<file path="config.mk">
export PLATFORM = sky130hd
export DESIGN_NAME = blkxfer_addr_seq
export DESIGN_NICKNAME = d
export VERILOG_FILES = /design/src/rtl/bxs_pkg.sv /design/src/rtl/bxs_addr_path.sv /design/src/rtl/bxs_guard.sv /design/src/rtl/bxs_launch.sv /design/src/rtl/blkxfer_addr_seq.sv
export SDC_FILE = /design/constraint.sdc
export NUM_CORES = 1
export LEC_CHECK = 0
export ABC_CLOCK_PERIOD_IN_PS = 1900
export BUFFER_PORTS_ARGS = -buffer_cell sky130_fd_sc_hd__buf_2
export CORE_MARGIN = 4
export CORE_UTILIZATION = 44
export DETAILED_ROUTE_END_ITERATION = 8
export PLACE_DENSITY = 0.77
export SYNTH_ARGS = -nofsm -noshare
export SYNTH_HDL_FRONTEND = slang
export SYNTH_HIERARCHICAL = 1
export SYNTH_SLANG_ARGS = --single-unit
</file>
<file path="constraint.sdc">
create_clock -name clk -period 1.9 [get_ports clk]
set_input_delay 0.38 -clock clk [delete_from_list [all_inputs] [get_ports clk]]
set_output_delay 0.38 -clock clk [all_outputs]
set_load 0.02 [all_outputs]
</file>
<file path="src/rtl/bxs_pkg.sv">
package bxs_pkg;
  typedef enum logic [1:0] {
    XM_SINGLE = 2'b00,
    XM_BLT    = 2'b01,
    XM_MBLT   = 2'b10,
    XM_RSVD   = 2'b11
  } xfer_mode_e;

  function automatic logic is_block(input logic [1:0] m);
    return (m == XM_BLT) || (m == XM_MBLT);
  endfunction
endpackage

</file>
<file path="src/rtl/bxs_addr_path.sv">
module bxs_addr_path #(
  parameter int ADDR_W    = 32,
  parameter int WORD_LOG2 = 2,
  parameter int TOP_BIT   = 10,
  parameter int LOW_W     = 8
) (
  input  logic              clk,
  input  logic              rst,
  input  logic              ld1,
  input  logic              ld2,
  input  logic [ADDR_W-1:1] bus_addr,
  input  logic              lword_n,
  input  logic              adv,
  output logic [ADDR_W-1:0] addr
);
  localparam int FLD_W = TOP_BIT - WORD_LOG2 + 1;

  logic [ADDR_W-1:0] addr_q;
  logic [FLD_W-1:0]  fld_next;

  assign fld_next = addr_q[TOP_BIT:WORD_LOG2] + FLD_W'(1);

  always_ff @(posedge clk) begin
    if (rst) begin
      addr_q <= '0;
    end else if (ld1) begin
      addr_q <= {bus_addr, lword_n};
    end else if (ld2) begin
      addr_q[LOW_W-1:0] <= {bus_addr[LOW_W-1:1], lword_n};
    end else if (adv) begin
      addr_q[TOP_BIT:WORD_LOG2] <= fld_next;
    end
  end

  assign addr = addr_q;

  p_ph1_load_r2: assert property (@(posedge clk) disable iff (rst)
    ld1 |=> addr_q == {$past(bus_addr), $past(lword_n)});
  p_ph2_keep_r3: assert property (@(posedge clk) disable iff (rst)
    (ld2 && !ld1) |=> $stable(addr_q[ADDR_W-1:LOW_W]));
  p_step_r4: assert property (@(posedge clk) disable iff (rst)
    adv |=> addr_q[TOP_BIT:WORD_LOG2] == FLD_W'($past(addr_q[TOP_BIT:WORD_LOG2]) + 1));
  p_outside_r4: assert property (@(posedge clk) disable iff (rst)
    adv |=> ($stable(addr_q[ADDR_W-1:TOP_BIT+1]) && $stable(addr_q[WORD_LOG2-1:0])));
  p_idle_hold_r5: assert property (@(posedge clk) disable iff (rst)
    (!ld1 && !ld2 && !adv) |=> $stable(addr_q));
endmodule

</file>
<file path="src/rtl/bxs_guard.sv">
module bxs_guard #(
  parameter int ADDR_W    = 32,
  parameter int WORD_LOG2 = 2,
  parameter int BLT_LOG2  = 8,
  parameter int MBLT_LOG2 = 11
) (
  input  logic              clk,
  input  logic              rst,
  input  logic              ld1,
  input  logic              adv,
  input  logic [1:0]        mode,
  input  logic [ADDR_W-1:0] addr,
  output logic              bound
);
  import bxs_pkg::*;

  logic bound_q;
  logic blt_edge, mblt_edge, hit;

  assign blt_edge  = &addr[BLT_LOG2-1:WORD_LOG2];
  assign mblt_edge = blt_edge && (&addr[MBLT_LOG2-1:BLT_LOG2]);
  assign hit = (mode == XM_BLT) ? blt_edge :
               (mode == XM_MBLT) ? mblt_edge : 1'b0;

  always_ff @(posedge clk) begin
    if (rst) begin
      bound_q <= 1'b0;
    end else if (ld1) begin
      bound_q <= 1'b0;
    end else if (adv && hit) begin
      bound_q <= 1'b1;
    end
  end

  assign bound = bound_q;

  p_clear_on_load_r2: assert property (@(posedge clk) disable iff (rst)
    ld1 |=> !bound_q);
  p_sticky_r10: assert property (@(posedge clk) disable iff (rst)
    (bound_q && !ld1) |=> bound_q);
  p_single_no_flag_r5: assert property (@(posedge clk) disable iff (rst)
    (!bound_q && !is_block(mode)) |=> !bound_q);
  p_mblt_span_r7: assert property (@(posedge clk) disable iff (rst)
    (!bound_q && mode == XM_MBLT && !(&addr[MBLT_LOG2-1:WORD_LOG2])) |=> !bound_q);
endmodule

</file>
<file path="src/rtl/bxs_launch.sv">
module bxs_launch (
  input  logic clk,
  input  logic rst,
  input  logic start,
  input  logic word_done,
  input  logic bound,
  output logic launch,
  output logic done
);
  logic launch_q, done_q;

  always_ff @(posedge clk) begin
    if (rst) begin
      launch_q <= 1'b0;
      done_q   <= 1'b0;
    end else begin
      launch_q <= start && !bound;
      if (word_done) begin
        done_q <= 1'b1;
      end else if (start) begin
        done_q <= 1'b0;
      end
    end
  end

  assign launch = launch_q;
  assign done   = done_q;

  p_suppress_r8: assert property (@(posedge clk) disable iff (rst)
    bound |=> !launch_q);
  p_no_spurious_r8: assert property (@(posedge clk) disable iff (rst)
    !start |=> !launch_q);
  p_done_clear_r9: assert property (@(posedge clk) disable iff (rst)
    (start && !word_done) |=> !done_q);
  p_done_set_r9: assert property (@(posedge clk) disable iff (rst)
    word_done |=> done_q);
endmodule

</file>
<file path="src/rtl/blkxfer_addr_seq.sv">
module blkxfer_addr_seq #(
  parameter int ADDR_W    = 32,
  parameter int WORD_LOG2 = 2,
  parameter int BLT_LOG2  = 8,
  parameter int MBLT_LOG2 = 11,
  parameter int LOW_W     = 8
) (
  input  logic              clk,
  input  logic              rst,
  input  logic              ld_ph1_i,
  input  logic              ld_ph2_i,
  input  logic [ADDR_W-1:1] bus_addr_i,
  input  logic              lword_n_i,
  input  logic [1:0]        mode_i,
  input  logic              word_done_i,
  input  logic              start_i,
  output logic [ADDR_W-1:0] addr_o,
  output logic              launch_o,
  output logic              bound_o,
  output logic              done_o
);
  import bxs_pkg::*;

  localparam int TOP_BIT = MBLT_LOG2 - 1;

  logic adv;
  logic [ADDR_W-1:0] addr_w;
  logic bound_w;

  assign adv = word_done_i && is_block(mode_i) && !ld_ph1_i && !ld_ph2_i;

  bxs_addr_path #(
    .ADDR_W(ADDR_W), .WORD_LOG2(WORD_LOG2), .TOP_BIT(TOP_BIT), .LOW_W(LOW_W)
  ) u_addr (
    .clk(clk), .rst(rst), .ld1(ld_ph1_i), .ld2(ld_ph2_i),
    .bus_addr(bus_addr_i), .lword_n(lword_n_i), .adv(adv), .addr(addr_w)
  );

  bxs_guard #(
    .ADDR_W(ADDR_W), .WORD_LOG2(WORD_LOG2), .BLT_LOG2(BLT_LOG2), .MBLT_LOG2(MBLT_LOG2)
  ) u_guard (
    .clk(clk), .rst(rst), .ld1(ld_ph1_i), .adv(adv), .mode(mode_i),
    .addr(addr_w), .bound(bound_w)
  );

  bxs_launch u_launch (
    .clk(clk), .rst(rst), .start(start_i), .word_done(word_done_i),
    .bound(bound_w), .launch(launch_o), .done(done_o)
  );

  assign addr_o  = addr_w;
  assign bound_o = bound_w;

  p_load_beats_step_r11: assert property (@(posedge clk) disable iff (rst)
    (ld_ph1_i && word_done_i) |=> !bound_w);
endmodule

</file>
### Yosys cells after proc, flatten, opt, wreduce, memory -nomap -nowiden

Cells that the tools add are included.
W data, S select, Z words.

| word-level totals | value |
|---|---|
| register bits | 35 |
| word-level logic and storage cells | 38 |
| input port bits | 40 |

| cells by class | value |
|---|---|
| equality and inequality tests | 3 |
| mux-type cells | 9 |
| reduce and logical (&&, ||, !) cells | 18 |
| $add $sub $neg | 1 |

Operator list:

| kind | count |
|---|---|
| $mux W11 | 1 |
| $add A9 B1 Y9 const B | 1 |
| $mux W9 | 1 |
| $logic_and A1 B1 Y1 | 6 |
| $mux W6 | 1 |
| $reduce_and A6 Y1 | 1 |
| $reduce_bool A2 Y1 | 3 |
| $mux W1 | 4 |
| $logic_not A1 Y1 | 3 |
| $mux W3 | 1 |
| $reduce_and A3 Y1 | 1 |
| $reduce_bool A3 Y1 | 1 |
| $eq A2 B1 Y1 const B | 1 |
| $eq A2 B2 Y1 const B | 1 |
| $mux W2 | 1 |
| $ne A2 B2 Y1 const B | 1 |
| $reduce_and A2 Y1 | 1 |
| $reduce_or A2 Y1 | 1 |
| $logic_or A1 B1 Y1 | 1 |

### Logic depth before layout (Yosys ltp)

Gate-level depths: netlist (run 1).

| depth | value |
|---|---|
| depth in word-level cells | 8 |
| gate-level depth with buffers | 6 |

### Hierarchy

The synthesis (run 1) kept the hierarchy.

By module, submodules not included:

| module | times used | area each (sq um) | sequential area each (sq um) | cells an instance |
|---|---|---|---|---|
| bxs_addr_path | 1 | 1321.3 | 640.6 | 137 |
| bxs_guard | 1 | 66.3 | 20.0 | 8 |
| bxs_launch | 1 | 66.3 | 40.0 | 6 |
| blkxfer_addr_seq | 1 | 23.8 | 0.0 | 2 |

### Least setup slack after synthesis (run 1)

OpenSTA, ideal clock, no wires.

| path | value |
|---|---|
| kind | input port to flip-flop |
| start point | in mode_i[1] |
| end point | reg u_addr.addr_q[7] (netlist: u_addr/addr[7]) |
| arrival time | 1615 ps |
| path slack | 194 ps |
| required time | 1809 ps |
| stages | 6 |
| cell sequence | xnor2_1 -> nor4b_2 -> buf_4 -> nand4_1 -> or3_1 -> a311oi_1 |

| between the ends | value |
|---|---|
| cells in the longest elaborated chain, start to end | 6 |

RTL lines:

| element | RTL line | RTL |
|---|---|---|
| from (decl) | blkxfer_addr_seq.sv:14 | `input logic [1:0] mode_i,` |
| $eq A2 B1 Y1 / $eq A2 B2 Y1 (equally long branches) | bxs_pkg.sv:10 | `return (m == XM_BLT) \|\| (m == XM_MBLT);` |
| $logic_or A1 B1 Y1 * | bxs_pkg.sv:10 |  |
| $logic_and A1 B1 Y1 * (3 in series) | blkxfer_addr_seq.sv:30 | `assign adv = word_done_i && is_block(mode_i) && !ld_ph1_i && !ld_ph2_i;` |
| net adv | blkxfer_addr_seq.sv:26 | `logic adv;` |
| $reduce_bool A3 Y1 (no source line) * | n/a |  |
| to (signal assigned) | bxs_addr_path.sv:27 | `addr_q <= {bus_addr, lword_n};` |
| to (signal, indexed assignment) | bxs_addr_path.sv:29 | `addr_q[LOW_W-1:0] <= {bus_addr[LOW_W-1:1], lword_n};` |
| to (signal, indexed assignment) | bxs_addr_path.sv:31 | `addr_q[TOP_BIT:WORD_LOG2] <= fld_next;` |
| to (decl) | bxs_addr_path.sv:18 | `logic [ADDR_W-1:0] addr_q;` |

The timed path passes the listed nets; every way through them passes the cells marked *.
A chain may end at the register's enable or synchronous reset.

### Worst setup path after layout (run 1)

Ends and elaborated chain as after synthesis.

==> impl_metrics.json, run 1 <==
{
  "endpoint_kind": "flip-flop",
  "synth.distinct_cells": 35,
  "final_area_sq_um": 2000,
  "outcome": "complete, no violations",
  "slew_headroom": 0.651,
  "reg2reg_depth": 4,
  "cts_inserted_buffers": 5,
  "synth_warnings": 6,
  "synth_top_area_frac": 0.474,
  "vdd_ir_drop_max_mv": 0.365,
  "crit_path_start_kind": "input port",
  "syn-cell-area_sq_um": 1480,
  "clkTransAtPathRegs_ps": 100,
  "worst_slack_ps": 315,
  "cts_root_buf": "clkbuf_4",
  "grt_max_degree": 20,
  "power_density_nw_per_um2": 866,
  "ys_seq_area_frac": 0.474,
  "portBuffers": 74,
  "synth-seq-cells": 35,
  "clk_latency_ps": 330,
  "htreeDepth": 2,
  "die-height_microns": 66.0,
  "row_count": 20,
  "hold_viol": 0,
  "tns_ps": 0,
  "hold_path.class": "in -> reg",
  "rsz0062_at_grt": "false",
  "holdPathStages": 3,
  "grt_pass1_wl_microns": 5900,
  "drive_gt1_frac": 0.398,
  "cts_setup_buffers": 0,
  "cts_sinks": 35,
  "place.detailed.hpwl_microns": 2650,
  "die_area_sq_um": 4350,
  "critPathMaxFanout": 9,
  "critPathKind": "in -> reg",
  "setup_viol_count_final": 0,
  "crit_arrival_ps": 1830,
  "drt-total-wl_microns": 3640,
  "ant_nets": 0,
  "overflow": 0,
  "grt_pass1_vias": 1321,
  "die_x_microns": 66.0,
  "tritoncts": "yes",
  "ys_top_cells_by_area": "dfxtp_1 (47%), mux2i_1 (16%), nor2_1 (7.6%), a211oi_1 (2.5%), xor2_1 (1.8%)",
  "antenna_found_initial": 0,
  "initial_utilization": 0.472,
  "syn_avg_cell_area_sq_um": 9.66,
  "synthCells": 153,
  "nNetsFinal": 271,
  "drv_slew": 0,
  "cts_hold_buf": 0,
  "cts_max_path_buffers": 2,
  "tightest_slew_ps": 523,
  "drc": 0,
  "synthArstFlopShare": 0,
  "pre_cts_slack_ps": 15.0,
  "leakage_nw": 0.968,
  "yosysTopAreaCell": "dfxtp_1",
  "fin_crit_ps": 1590,
  "place_area_sq_um": 1900,
  "gp_congestion": 0.756,
  "max_clock_freq_mhz": 631,
  "final_common_cell": "buf_2",
  "cap_violations": 0,
  "syn-num-nets": 194,
  "synth-main-ff-cell": "dfxtp_1",
  "worst_clock_skew_ps": 3.24,
  "routedWlPerCell_microns": 13.2,
  "syn_to_final_growth_pct": 35.3,
  "finalCritPeriodShare": 0.834,
  "vias": 1392,
  "pin_count": 75,
  "synth_edf_count": 0,
  "firstDrtPassIters": 4,
  "via_per_inst": 5.06,
  "insertedDiodeCount": 0,
  "cts_resized": 0,
  "track_usage": 0.177,
  "drtIter0Drc": 56,
  "core_area_sq_um": 3130,
  "final_cell_mix": "buf_2 (74), dfxtp_1 (35), nor2_1 (30)",
  "cp.required_ps": 2140
}
==> worst max-delay path, stage by stage <==
cell and delay, ps:
buf_2 120, xnor2_1 140, nor4b_2 230, buf_4 210, nand4_1 130, or3_1 340, a311oi_1 270
==> per-stage QoR <==
| step | util | power (mW) | hold WS (ps) | cells |
|---|---|---|---|---|
| after CTS | 0.639 | 1.75 | 262 | 275 |
| after floorplan | - | 0.986 | 442 | 153 |
| after global placement | 0.607 | 1.09 | 438 | 267 |
| after detailed placement | 0.607 | 1.10 | 446 | 267 |
| final | 0.639 | 1.73 | 273 | 275 |
| after global routing | 0.639 | 1.82 | 262 | 275 |
==> synth_stat cells, drive strengths merged, types with 2 or more instances <==
| library cell | n |
|---|---|
| xor2 | 3 |
| nand3 | 2 |
| a211oi | 5 |
| clkbuf | 4 |
| nand4 | 5 |
| inv | 2 |
| xnor2 | 2 |
| or3 | 2 |
| nand2b | 4 |
| nor2 | 31 |
| mux2i | 23 |
| a311oi | 2 |
| nor4 | 2 |
| dfxtp | 35 |
| o21ai | 5 |
| buf | 5 |
| a21oi | 3 |
| nand2 | 5 |
| nor4b | 3 |
==> registers in the layout, indices dropped and copies added (netlist names) <==
signal and count:
u_addr/addr 32, u_guard/bound 1, u_launch/done 1, u_launch/launch 1
==> worst paths after layout <==
| path | from | slack [ps] | endpoint |
|---|---|---|---|
| worst max-delay path | mode_i[1] | 310 | u_addr/addr[7] |
| worst min-delay path | bus_addr_i[30] | 270 | u_addr/addr[30] |
| worst max register to register | u_addr/addr[2] | 410 | u_addr/addr[8] |
| worst min register to register | u_addr/addr[0] | 460 | u_addr/addr[0] |
==> where the power goes <==
part	switching, mW	total (mW)	internal (mW)
registers	0.0346	0.813	0.778
clock network	0.240	0.650	0.411
logic	0.154	0.269	0.115
total	0.428	1.73	1.30
==> logic make-up after synthesis <==
| logic type | count (synthesis) | synth area share |
|---|---|---|
| buffers and inverters | 11 | 0.0339 |
| flip-flops | 35 | 0.474 |
| multiplexers | 23 | 0.156 |
| AO/OA/AOI/OAI | 20 | 0.0982 |
| AND/OR/NAND/NOR | 58 | 0.200 |
| XOR/XNOR | 5 | 0.0296 |
| adder cells (fa/ha/maj) | 1 | 0.00847 |
==> final cells by class <==
class | instances | area, sq um
Sequential cell | 35 | 701
Timing Repair Buffer | 79 | 408
Inverter | 2 | 7.51
Tap cell | 44 | 55.1
Fill cell | 291 | 1130
Multi-Input combinational cell | 107 | 727
Clock inverter | 2 | 60.1
Clock buffer | 6 | 41.3
==> layer usage <==
layer	track usage	part of all wire
met3	0.0357	0.072
met1	0.210	0.42
met5	0	0
met4	0.104	0.024
met2	0.292	0.48
(Power assumes the default switching activity.)
==> run 2, diff against run 1 <==
ABC_CLOCK_PERIOD_IN_PS = 1600   (was 1900)
clock period = 1.6 ns   (was 1.9 ns; I/O delays follow)
==> run 2 against run 1 <==
Compared with the run above: first-iteration DRC count up 7.1%; sequential power up 18%; register-to-register slack worse by 200 ps; combinational power up 28%; design area up 3.5%; clock skew up 1.8 ps; critical path depth unchanged; critical path type unchanged; die area unchanged; global-route usage down 2.0 points; total power up 13%; core utilization up 2.2 points; flip-flop and latch count unchanged.
==> impl_metrics.json, run 2 (synthesis results as in run 1) <==
{
  "tritoncts": "yes",
  "crit_arrival_ps": 1650,
  "firstDrtPassIters": 4,
  "largest_reg_flops": 32,
  "cts_sinks": 35,
  "critPathMaxFanout": 5,
  "core_area_sq_um": 3130,
  "crit_end": "u_addr/addr[7]",
  "worst_clock_skew_ps": 5.06,
  "critPathKind": "in -> reg",
  "cts_setup_buffers": 0,
  "endpoint_kind": "flip-flop",
  "fin_crit_ps": 1410,
  "overflow": 0,
  "max_clock_freq_mhz": 709,
  "slew_headroom": 0.757,
  "cap_violations": 0,
  "leakage_nw": 1.01,
  "drt-total-wl_microns": 3440,
  "gp_congestion": 0.736,
  "fill_cells": 274,
  "clkTransAtPathRegs_ps": 100,
  "pin_count": 75,
  "drv_slew": 0,
  "cts_inserted_buffers": 5,
  "via_per_inst": 4.89,
  "nNetsFinal": 279,
  "final_cell_mix": "buf_2 (74), dfxtp_1 (35), nor2_1 (30)",
  "crit_path_start_kind": "input port",
  "cts_hold_buf": 0,
  "final-seq-area_sq_um": 701,
  "clk_latency_ps": 320,
  "tightest_slew_ps": 359,
  "die_x_microns": 66.0,
  "setup_viol_count_final": 0,
  "die_area_sq_um": 4350,
  "place.detailed.hpwl_microns": 2580,
  "drtIter0Drc": 60,
  "portBuffers": 74,
  "power_density_nw_per_um2": 943,
  "antenna_found_initial": 0,
  "rsz0062_at_grt": "false",
  "grt_pass1_wl_microns": 5260,
  "finalCritPeriodShare": 0.881,
  "row_count": 20,
  "final_common_cell": "buf_2",
  "track_usage": 0.157,
  "multi_input_area_sq_um": 727,
  "crit_start": "mode_i[1]",
  "htreeDepth": 2,
  "r2r_slack_ps": 210,
  "routedWlPerCell_microns": 12.1,
  "tns_ps": 0,
  "vdd_ir_drop_max_mv": 0.664,
  "insertedDiodeCount": 0,
  "outcome": "complete, no violations",
  "regToRegEndpoint": "u_addr/addr[8]",
  "drc": 0,
  "cts_max_path_buffers": 2,
  "initial_utilization": 0.472,
  "cp.required_ps": 1840,
  "cts_resized": 0,
  "ant_nets": 0,
  "syn_to_final_growth_pct": 40.1,
  "hold_viol": 0,
  "cts_root_buf": "clkbuf_4",
  "reg2reg_depth": 3,
  "die-height_microns": 66.0,
  "drive_gt1_frac": 0.423,
  "grt_max_degree": 37,
  "vias": 1383,
  "hold_ws_ps": 224,
  "grt_pass1_vias": 1218,
  "r2r-start": "u_addr/addr[5]",
  "hold_path.class": "in -> reg"
}
## run 2: per-stage QoR
stage	utilization	instances	setup slack (ps)	total power [mW]	instance area [sq um]
3_3_place_gp	0.634	275	-97.2	1.32	1980
5_1_grt	0.662	283	102	2.05	2070
3_5_place_dp	0.634	275	-171	1.32	1980
4_1_cts	0.662	283	185	1.98	2070
2_1_floorplan	-	153	-45.8	1.17	1480
6_report	0.662	283	190	1.95	2070
## run 2: layout make-up
cell class | instances | share of cell area
clock buffers | 6 | 0.0248
repair buffers | 87 | 0.238
multi-input cells | 107 | 0.351
flip-flops and latches | 35 | 0.339
inverters | 2 | 0.00363
well taps | 44 | 0.0266
clock inverters | 2 | 0.0169
## run 2: where the power goes
part	internal (mW)	total, mW	switching (mW)
registers	0.924	0.959	0.0354
logic	0.154	0.343	0.189
clock network	0.369	0.648	0.279
## run 2: worst min-delay path by stage
stage	start	to	slack (ps)	cells after the start
2_1_floorplan	rst	u_launch/done	380	1
3_3_place_gp	u_guard/bound	u_launch/launch	440	1
3_5_place_dp	u_guard/bound	u_launch/launch	440	1
4_1_cts	bus_addr_i[14]	u_addr/addr[14]	210	3
5_1_grt	word_done_i	u_launch/done	220	3
6_report	bus_addr_i[24]	u_addr/addr[24]	220	3
## run 2: metal layers
metal / wire [microns] / GRT usage
met5: 0 / 0
met4: 55 / 0.0685
met3: 259 / 0.0340
met2: 1530 / 0.245
met1: 1590 / 0.207
## run 2: worst max-delay path, cell delays in order
cell and delay, ps:
buf_2 110, xnor2_1 130, nor4b_2 230, buf_4 170, nand4_1 110, or3_1 320
a311oi_1 250
==> run 3, diff against run 2 <==
CORE_MARGIN = 3   (was 4)
RECOVER_POWER = 50   (was not set)
==> run 3 against run 2 <==
Compared with the run above: sequential power is essentially flat; sequential share of layout area grew 0.16 points; routed wire length shrank 1.3%; highest routed layer unchanged; die area shrank 6.0%; combinational power shrank 3%.
==> impl_metrics.json, run 3 (synthesis results as in run 1) <==
{
  "outcome": "complete, no violations",
  "final_util": 0.658,
  "cts_inserted_buffers": 5,
  "slew_headroom": 0.683,
  "worst_clock_skew_ps": 1.26,
  "clockPowerShare": 0.376,
  "via_per_inst": 4.84,
  "crit_path_start_kind": "input port",
  "die_area_sq_um": 4090,
  "cp.required_ps": 1860,
  "hold_path.class": "in -> reg",
  "internal_power_mw": 1.56,
  "tritoncts": "yes",
  "setup_viol_count_final": 0,
  "vias": 1374,
  "power_density_nw_per_um2": 1010,
  "antenna_found_initial": 0,
  "die-height_microns": 64.0,
  "largest_reg_flops": 32,
  "nNetsFinal": 280,
  "worst_path_largest_cell_delay_ps": 310,
  "cts_max_path_buffers": 2,
  "overflow": 0,
  "portBuffers": 74,
  "switching_share": 0.248,
  "pre_cts_slack_ps": -125,
  "gp_congestion": 0.732,
  "insertedDiodeCount": 0,
  "row_count": 20,
  "syn_to_final_growth_pct": 39.4,
  "cts_sinks": 35,
  "critPathMaxFanout": 5,
  "critPathKind": "in -> reg",
  "drive_gt1_frac": 0.375,
  "ant_nets": 0,
  "routedWlPerCell_microns": 11.9,
  "leakage_nw": 0.978,
  "hold_viol": 0,
  "cts_setup_buffers": 0,
  "endpoint_kind": "flip-flop",
  "cts_hold_buf": 0,
  "final_common_cell": "buf_2",
  "drc": 0,
  "tns_ps": 0,
  "core_area_sq_um": 3130,
  "track_usage": 0.176,
  "place.detailed.hpwl_microns": 2520,
  "initial_utilization": 0.472,
  "cts_root_buf": "clkbuf_4",
  "p_seq_frac": 0.463,
  "worst_slack_ps": 213,
  "tightest_slew_ps": 476,
  "drt-total-wl_microns": 3390,
  "cts_resized": 0,
  "grt_pass1_vias": 1255,
  "drtIter0Drc": 51,
  "slowest_stage": "or3_1",
  "clk_latency_ps": 340,
  "grt_pass1_wl_microns": 5550,
  "firstDrtPassIters": 4,
  "die_x_microns": 64.0,
  "crit_arrival_ps": 1650,
  "comb_power_share": 0.161,
  "max_clock_freq_mhz": 721,
  "switching_power_mw": 0.515,
  "rsz0062_at_grt": "false",
  "grt_max_degree": 21,
  "critical_path.cell_chain": "buf_2 -> xnor2_1 -> nor4b_2 -> buf_4 -> nand4_1 -> or3_1 -> a311oi_1",
  "fin_crit_ps": 1390,
  "drv_slew": 0,
  "vdd_ir_drop_max_mv": 0.523,
  "htreeDepth": 2,
  "pin_count": 75,
  "clkTransAtPathRegs_ps": 100,
  "finalCritPeriodShare": 0.867,
  "cap_violations": 0,
  "final_cell_mix": "buf_2 (64), dfxtp_1 (35), nor2_1 (31)"
}
-- run 3: changes by cell type in the layout (fill, tap and decap cells not counted) --
cell / previous run / this run
clkbuf_1: 0 / 11
buf_2: 74 / 64
clkbuf_2: 0 / 2
buf_12: 2 / 1
bufinv_16: 1 / 2
clkbuf_8: 1 / 0
clkinv_2: 1 / 0
nor2_1: 30 / 31
nor2_2: 1 / 0
-- run 3: cell type report --
| class | count | area (sq um) |
|---|---|---|
| well taps | 44 | 55.1 |
| flip-flops and latches | 35 | 701 |
| fillers | 287 | 1070 |
| inverters | 2 | 7.51 |
| repair buffers | 88 | 470 |
| multi-input cells | 107 | 724 |
| clock inverters | 2 | 60.1 |
| clock buffers | 6 | 41.3 |
-- run 3: final timing paths --
| check | slack, ps | from | end | depth (start not counted) |
|---|---|---|---|---|
| min reg2reg | 460 | u_addr/addr[1] | u_addr/addr[1] | 2 |
| min | 210 | bus_addr_i[28] | u_addr/addr[28] | 3 |
| max reg2reg | 230 | u_addr/addr[5] | u_addr/addr[8] | 3 |
| max | 210 | mode_i[1] | u_addr/addr[7] | 7 |
-- run 3: through the flow --
stage / power, mW / cells / area (sq um) / hold slack, ps
finish: 2.07 / 284 / 2060 / 208
global placement: 1.32 / 276 / 1980 / 436
detailed placement: 1.32 / 276 / 1980 / 445
global route: 2.17 / 284 / 2060 / 206
floorplan: 1.17 / 153 / 1480 / 382
CTS: 2.10 / 284 / 2080 / 194
-- run 3: critical path: cells and delay by family --
kind,cells,cell delay [ps]
buffers and inverters,2,290
AND/OR/NAND/NOR,3,650
XOR/XNOR,1,130
AO/OA/AOI/OAI,1,250
-- run 3: layer usage --
metal,part of all wire,GRT usage,vias to the layer above
met2,0.47,0.276,54
met4,0.0059,0.105,0
met5,0,0,-
met3,0.075,0.0422,2
li1,-,-,713
met1,0.45,0.217,605
-- run 3: power groups by stage --
stage	Sequential [mW]	Combinational, mW	Clock, mW
finish	0.960	0.334	0.779
global route	0.968	0.366	0.841
CTS	0.960	0.344	0.797
detailed placement	0.978	0.342	0
global placement	0.977	0.338	0
floorplan	1.05	0.126	0
